--- src/rtl/fma_sc_pkg.sv ---
package fma_sc_pkg;

    parameter int EXP_W  = 8;
    parameter int FRAC_W = 23;
    localparam int WORD_W  = 1 + EXP_W + FRAC_W;
    localparam int CLS_W   = 3;
    localparam int QBIT    = FRAC_W - 1;
    localparam int N_OPS   = 3;

    typedef logic [WORD_W-1:0] word_t;

    typedef enum logic [CLS_W-1:0] {
        CL_SNAN  = 3'd0,
        CL_QNAN  = 3'd1,
        CL_ZERO  = 3'd2,
        CL_NORM  = 3'd3,
        CL_DNORM = 3'd4,
        CL_INF   = 3'd5
    } op_class_e;

    typedef struct packed {
        logic  hit;
        logic  invalid;
        word_t value;
    } verdict_t;

    function automatic word_t quieten(input word_t w);
        word_t q;
        q = w;
        q[QBIT] = 1'b1;
        return q;
    endfunction

    function automatic word_t make_inf(input logic sgn);
        return {sgn, {EXP_W{1'b1}}, {FRAC_W{1'b0}}};
    endfunction

    function automatic logic sign_of(input word_t w);
        return w[WORD_W-1];
    endfunction

    function automatic logic is_finite_nz(input op_class_e c);
        return (c == CL_NORM) || (c == CL_DNORM);
    endfunction

    function automatic logic is_snan_word(input word_t w);
        return (&w[WORD_W-2:FRAC_W]) && !w[QBIT] && (|w[QBIT-1:0]);
    endfunction

endpackage

--- src/rtl/fma_sc_nan_stage.sv ---
module fma_sc_nan_stage
    import fma_sc_pkg::*;
(
    input  word_t     x,
    input  word_t     y,
    input  word_t     z,
    input  op_class_e xc,
    input  op_class_e yc,
    input  op_class_e zc,
    output verdict_t  verdict
);

    always_comb begin
        verdict = '0;
        if (zc == CL_SNAN) begin
            verdict.hit     = 1'b1;
            verdict.invalid = 1'b1;
            verdict.value   = quieten(z);
        end else if (xc == CL_SNAN) begin
            verdict.hit     = 1'b1;
            verdict.invalid = 1'b1;
            verdict.value   = quieten(x);
        end else if (yc == CL_SNAN) begin
            verdict.hit     = 1'b1;
            verdict.invalid = 1'b1;
            verdict.value   = quieten(y);
        end else if (xc == CL_QNAN) begin
            verdict.hit     = 1'b1;
            verdict.value   = x;
        end else if (yc == CL_QNAN) begin
            verdict.hit     = 1'b1;
            verdict.value   = y;
        end
    end

    always_comb begin
        if (zc == CL_SNAN)
            AST_ZSNAN_INVALID: assert (verdict.hit && verdict.invalid && verdict.value[QBIT]);
        if (zc != CL_SNAN && xc == CL_SNAN)
            AST_XSNAN_WINS: assert (verdict.value[WORD_W-1] == x[WORD_W-1] && verdict.invalid);
    end

endmodule

--- src/rtl/fma_sc_prod_stage.sv ---
module fma_sc_prod_stage
    import fma_sc_pkg::*;
#(
    parameter word_t DEFAULT_NAN = 32'h7FC0_0000
)(
    input  word_t     z,
    input  op_class_e xc,
    input  op_class_e yc,
    input  op_class_e zc,
    input  logic      prod_sign,
    output verdict_t  verdict,
    output logic      go
);

    logic x_inf, y_inf, x_zero, y_zero;
    logic z_qnan, z_inf, z_sign;
    logic inf_times_zero, inf_product, zero_product;

    always_comb begin
        x_inf  = (xc == CL_INF);
        y_inf  = (yc == CL_INF);
        x_zero = (xc == CL_ZERO);
        y_zero = (yc == CL_ZERO);
        z_qnan = (zc == CL_QNAN);
        z_inf  = (zc == CL_INF);
        z_sign = sign_of(z);
        inf_times_zero = (x_inf && y_zero) || (x_zero && y_inf);
        inf_product    = (x_inf || y_inf) && !inf_times_zero;
        zero_product   = (x_zero || y_zero) && !inf_times_zero;
    end

    always_comb begin
        verdict = '0;
        go      = 1'b0;
        if (inf_times_zero) begin
            verdict.hit = 1'b1;
            if (z_qnan) begin
                verdict.value = z;
            end else begin
                verdict.invalid = 1'b1;
                verdict.value   = DEFAULT_NAN;
            end
        end else if (inf_product) begin
            verdict.hit = 1'b1;
            if (z_qnan) begin
                verdict.value = z;
            end else if (z_inf && (z_sign != prod_sign)) begin
                verdict.invalid = 1'b1;
                verdict.value   = DEFAULT_NAN;
            end else begin
                verdict.value = make_inf(prod_sign);
            end
        end else if (zero_product) begin
            verdict.hit   = 1'b1;
            verdict.value = z_inf ? make_inf(z_sign) : z;
        end else if (z_qnan) begin
            verdict.hit   = 1'b1;
            verdict.value = z;
        end else if (z_inf) begin
            verdict.hit   = 1'b1;
            verdict.value = make_inf(z_sign);
        end else begin
            go = is_finite_nz(xc) && is_finite_nz(yc);
        end
    end

    always_comb begin
        if (verdict.invalid)
            AST_INVALID_DEFAULT: assert (verdict.value == DEFAULT_NAN);
        if (go)
            AST_GO_NO_HIT: assert (!verdict.hit);
    end

endmodule

--- src/rtl/fma_sc_norm_req.sv ---
module fma_sc_norm_req
    import fma_sc_pkg::*;
(
    input  logic                  go,
    input  logic [N_OPS*CLS_W-1:0] classes,
    output logic [N_OPS-1:0]       req
);

    for (genvar i = 0; i < N_OPS; i++) begin : g_op
        op_class_e c;
        assign c      = op_class_e'(classes[i*CLS_W +: CLS_W]);
        assign req[i] = go && (c == CL_DNORM);
    end

endmodule

--- src/rtl/fma_special_resolver.sv ---
module fma_special_resolver
    import fma_sc_pkg::*;
#(
    parameter logic [31:0] DEFAULT_NAN = 32'h7FC0_0000
)(
    input  logic [31:0] op_x,
    input  logic [31:0] op_y,
    input  logic [31:0] op_z,
    input  logic [2:0]  cls_x,
    input  logic [2:0]  cls_y,
    input  logic [2:0]  cls_z,
    input  logic        negate_product,
    output logic        bypass_valid,
    output logic [31:0] result,
    output logic        invalid_op,
    output logic        proceed,
    output logic        norm_x,
    output logic        norm_y,
    output logic        norm_z
);

    op_class_e  xc, yc, zc;
    logic       prod_sign;
    verdict_t   nan_v, prod_v;
    logic       prod_go;
    logic [N_OPS-1:0] nreq;

    assign xc = op_class_e'(cls_x);
    assign yc = op_class_e'(cls_y);
    assign zc = op_class_e'(cls_z);
    assign prod_sign = sign_of(op_x) ^ sign_of(op_y) ^ negate_product;

    fma_sc_nan_stage u_nan (
        .x       (op_x),
        .y       (op_y),
        .z       (op_z),
        .xc      (xc),
        .yc      (yc),
        .zc      (zc),
        .verdict (nan_v)
    );

    fma_sc_prod_stage #(
        .DEFAULT_NAN (DEFAULT_NAN)
    ) u_prod (
        .z         (op_z),
        .xc        (xc),
        .yc        (yc),
        .zc        (zc),
        .prod_sign (prod_sign),
        .verdict   (prod_v),
        .go        (prod_go)
    );

    fma_sc_norm_req u_norm (
        .go      (proceed),
        .classes ({cls_z, cls_y, cls_x}),
        .req     (nreq)
    );

    always_comb begin
        bypass_valid = 1'b0;
        result       = '0;
        invalid_op   = 1'b0;
        proceed      = 1'b0;
        if (nan_v.hit) begin
            bypass_valid = 1'b1;
            result       = nan_v.value;
            invalid_op   = nan_v.invalid;
        end else if (prod_v.hit) begin
            bypass_valid = 1'b1;
            result       = prod_v.value;
            invalid_op   = prod_v.invalid;
        end else begin
            proceed = prod_go;
        end
    end

    assign norm_x = nreq[0];
    assign norm_y = nreq[1];
    assign norm_z = nreq[2];

    always_comb begin
        if (xc <= CL_INF && yc <= CL_INF && zc <= CL_INF)
            AST_PATH_ONEHOT: assert ($onehot({bypass_valid, proceed}));
        if (bypass_valid)
            AST_NO_SNAN_OUT: assert (!is_snan_word(result));
        if (norm_x || norm_y || norm_z)
            AST_NORM_NEEDS_PROCEED: assert (proceed);
        if (proceed)
            AST_PROCEED_CLEAN: assert (result == '0 && !invalid_op);
    end

endmodule

--- config.mk ---
export PLATFORM = sky130hd
export DESIGN_NAME = fma_special_resolver
export DESIGN_NICKNAME = d
export VERILOG_FILES = /design/src/rtl/fma_sc_pkg.sv /design/src/rtl/fma_sc_nan_stage.sv /design/src/rtl/fma_sc_prod_stage.sv /design/src/rtl/fma_sc_norm_req.sv /design/src/rtl/fma_special_resolver.sv
export SDC_FILE = /design/constraint.sdc
export NUM_CORES = 1
export LEC_CHECK = 0
export BUFFER_PORTS_ARGS = -buffer_cell sky130_fd_sc_hd__buf_2
export CAP_MARGIN = 10
export CORE_MARGIN = 4
export CORE_UTILIZATION = 43
export DETAILED_ROUTE_END_ITERATION = 7
export PLACE_DENSITY_LB_ADDON = 0.05
export SLEW_MARGIN = 20
export SYNTH_ARGS = -nofsm -noshare
export SYNTH_HDL_FRONTEND = slang
export SYNTH_HIERARCHICAL = 1
export SYNTH_SLANG_ARGS = --single-unit
--- constraint.sdc ---
create_clock -name vclk -period 2.58
set_input_delay 0.516 -clock vclk [all_inputs]
set_output_delay 0.516 -clock vclk [all_outputs]
set_load 0.01 [all_outputs]
==> impl_metrics.py <==
metrics = {
    "status": {
        "status": "finished with violations",
        "violations": "setup timing",
    },
    "global_routing": {
        "grt_pass1_wl_mm": 11.56,
        "grt_pass1_vias": 2605,
        "grt_max_degree": 35,
        "overflow": 0,
        "antenna_found_initial": 0,
        "grtUsageTotal_pct": 24.82,
    },
    "hold_path": {
        "hp-class": "in2out",
    },
    "synthesis": {
        "synth.area.top_cells": "mux2i_1 (17%), a22o_1 (14%), a31oi_1 (10%)",
        "syn-num-nets": 394,
        "seq_area_frac_synth_pct": 0,
        "synth_top_area_cell": "mux2i_1",
        "syn_area_per_cell_um2": 6.712,
        "yosys_warnings": 6,
        "synth_top_area_share_pct": 16.57,
        "synth_area_um2": 1933,
        "synth_cell_types": 42,
        "yosysMostFrequentCell": "a21oi_1",
        "netlist_instances": 288,
        "synth_top_cells_by_count": "a21oi_1 (34), mux2i_1 (32), a22o_1 (31), a31oi_1 (31), o21ai_0 (28)",
    },
    "route": {
        "dr.pass1.iters": 4,
        "ant_nets": 0,
        "route.detailed.drc": 0,
        "detailroute.via_count": 2951,
        "vias_per_cell": 5.902,
        "first_iter_violations": 214,
        "wirelength_mm": 8.445,
        "wire_per_inst_um": 16.89,
    },
    "floorplanning": {
        "ios": 144,
        "die_h_um": 75.05,
        "dieArea_um2": 5633,
        "fp.dieW_um": 75.05,
        "fp-row-count": 24,
        "initial_core_util_pct": 44.40,
        "core_um2": 4354,
    },
    "worst_setup_path": {
        "path_common_cell": "buf_8",
        "required_ps": 2060,
        "end_kind": "output pin",
        "cpPeakStageDelay_ps": 580,
        "critPathMaxFanout": 16,
        "path_cells": "buf_8, buf_6, or4b_4, buf_8, a31oi_1, a21oi_1, a22o_1, buf_2",
        "worst-path-buf-inv": 4,
        "critPathKind": "in2out",
        "cpMaxStageDelayCell": "or4b_4",
        "crit_arrival_ps": 2170,
        "setup.worst_path.start_class": "input port",
        "crit_family": "simple AND/OR/NAND/NOR gates",
    },
    "sta": {
        "finalHoldViolCount": 0,
        "fin_crit_ps": 2689,
        "max_freq_ghz": 0.3718,
        "final_max_slew_viol_count": 0,
        "tightest_slew_ps": 340.4,
        "grt_setup_unrepaired": "true",
        "fin_crit_sh_pct": 104.2,
        "whs_ps": 1445,
        "fin_ws_ps": -109.5,
        "slew_headroom_pct": 77.30,
        "finalSetupViolations": 30,
    },
    "final_layout": {
        "drive_gt1_share_pct": 52.23,
        "layout.nets": 556,
        "diodes": 0,
        "final_util_pct": 76.78,
        "seq_cell_count": 0,
        "nClkBuffers": 0,
        "regArea_um2": 0,
        "fill_cells": 354,
        "area_growth_pct": 72.95,
    },
    "placed_design": {
        "place_hpwl_mm": 5.589,
        "port-buffer-count": 144,
        "gp_congestion": 0.8706,
    },
    "run": {
        "cap_viol_max_count": 0,
    },
    "power": {
        "leakage_nw": 1.530,
        "power.density_nw_per_um2": 204.6,
        "ir_drop_v": 0.0001262,
    },
}
cell usage in the layout (no fill, tap or decap), types with 3 or more instances in the layout:
master,instances
buf_2,134
buf_4,32
mux2i_1,32
a22o_1,31
a21oi_1,29
o21ai_0,27
a31oi_1,23
and2_1,19
nor2_1,17
buf_6,14
buf_12,8
a31oi_4,8
nand2_1,7
o21ai_1,7
a21oi_2,5
xnor2_1,3
buf_8,3
nand2b_1,3
and4bb_2,3
and2_4,3
logic make-up after synthesis:
kind of cell | Yosys count | synth area share, %
compound gates | 142 | 47.96
simple gates | 76 | 23.04
buf+inv | 35 | 11.07
mux | 32 | 16.57
xor+xnor | 3 | 1.359
where the power goes:
part / switching [mW] / internal [mW] / total, mW
Sequential: 0 / 0 / 0
Combinational: 0.333 / 0.351 / 0.684
Clock: 0 / 0 / 0
Total: 0.333 / 0.351 / 0.684
path summary, 6_finish.rpt:
path	startpoint	endpoint	cells after the start	slack, ps
max	cls_y[1]	result[9]	8	-110
min	op_z[15]	result[15]	4	1450
final cells by class:
type	instances	area [um^2]	share of cell area [%]
Timing Repair Buffer	193	1324	39.60
Multi-Input combinational cell	253	1947	58.23
Inverter	2	7.507	0.2246
Tap cell	52	65.06	1.946
stage by stage:
step                      area [um^2]  instances  power (mW)  TNS, ps  setup WS, ps
after floorplan                  1952        288      0.3491        0         17.28
after global placement           2904        490      0.5866    -2805        -128.5
after detailed placement         2904        490      0.5906    -3776        -211.2
after CTS                        3038        493      0.6207    -1240        -68.84
after global routing             3343        500      0.7396    -3450        -160.4
final                            3343        500      0.6841    -1769        -109.5
metal layers:
layer  vias up  part of all wire (%)  GRT usage, %
met3         6                   8.8         2.537
met1      1380                    39         30.97
li1       1425                     -             -
met4         0                  0.59         3.360
met2       140                    52         46.52
met5         -                     0             0
repair_timing:
| action | in CTS | in global routing |
|---|---|---|
| cloned | 0 | 2 |
| pin swaps | 6 | 23 |
| hold buffers | 0 | 0 |
| buffers inserted | 3 | 5 |
| gates resized for setup | 23 | 44 |
| endpoints found under the setup margin | 35 | 36 |
(Power assumes the default switching activity.)
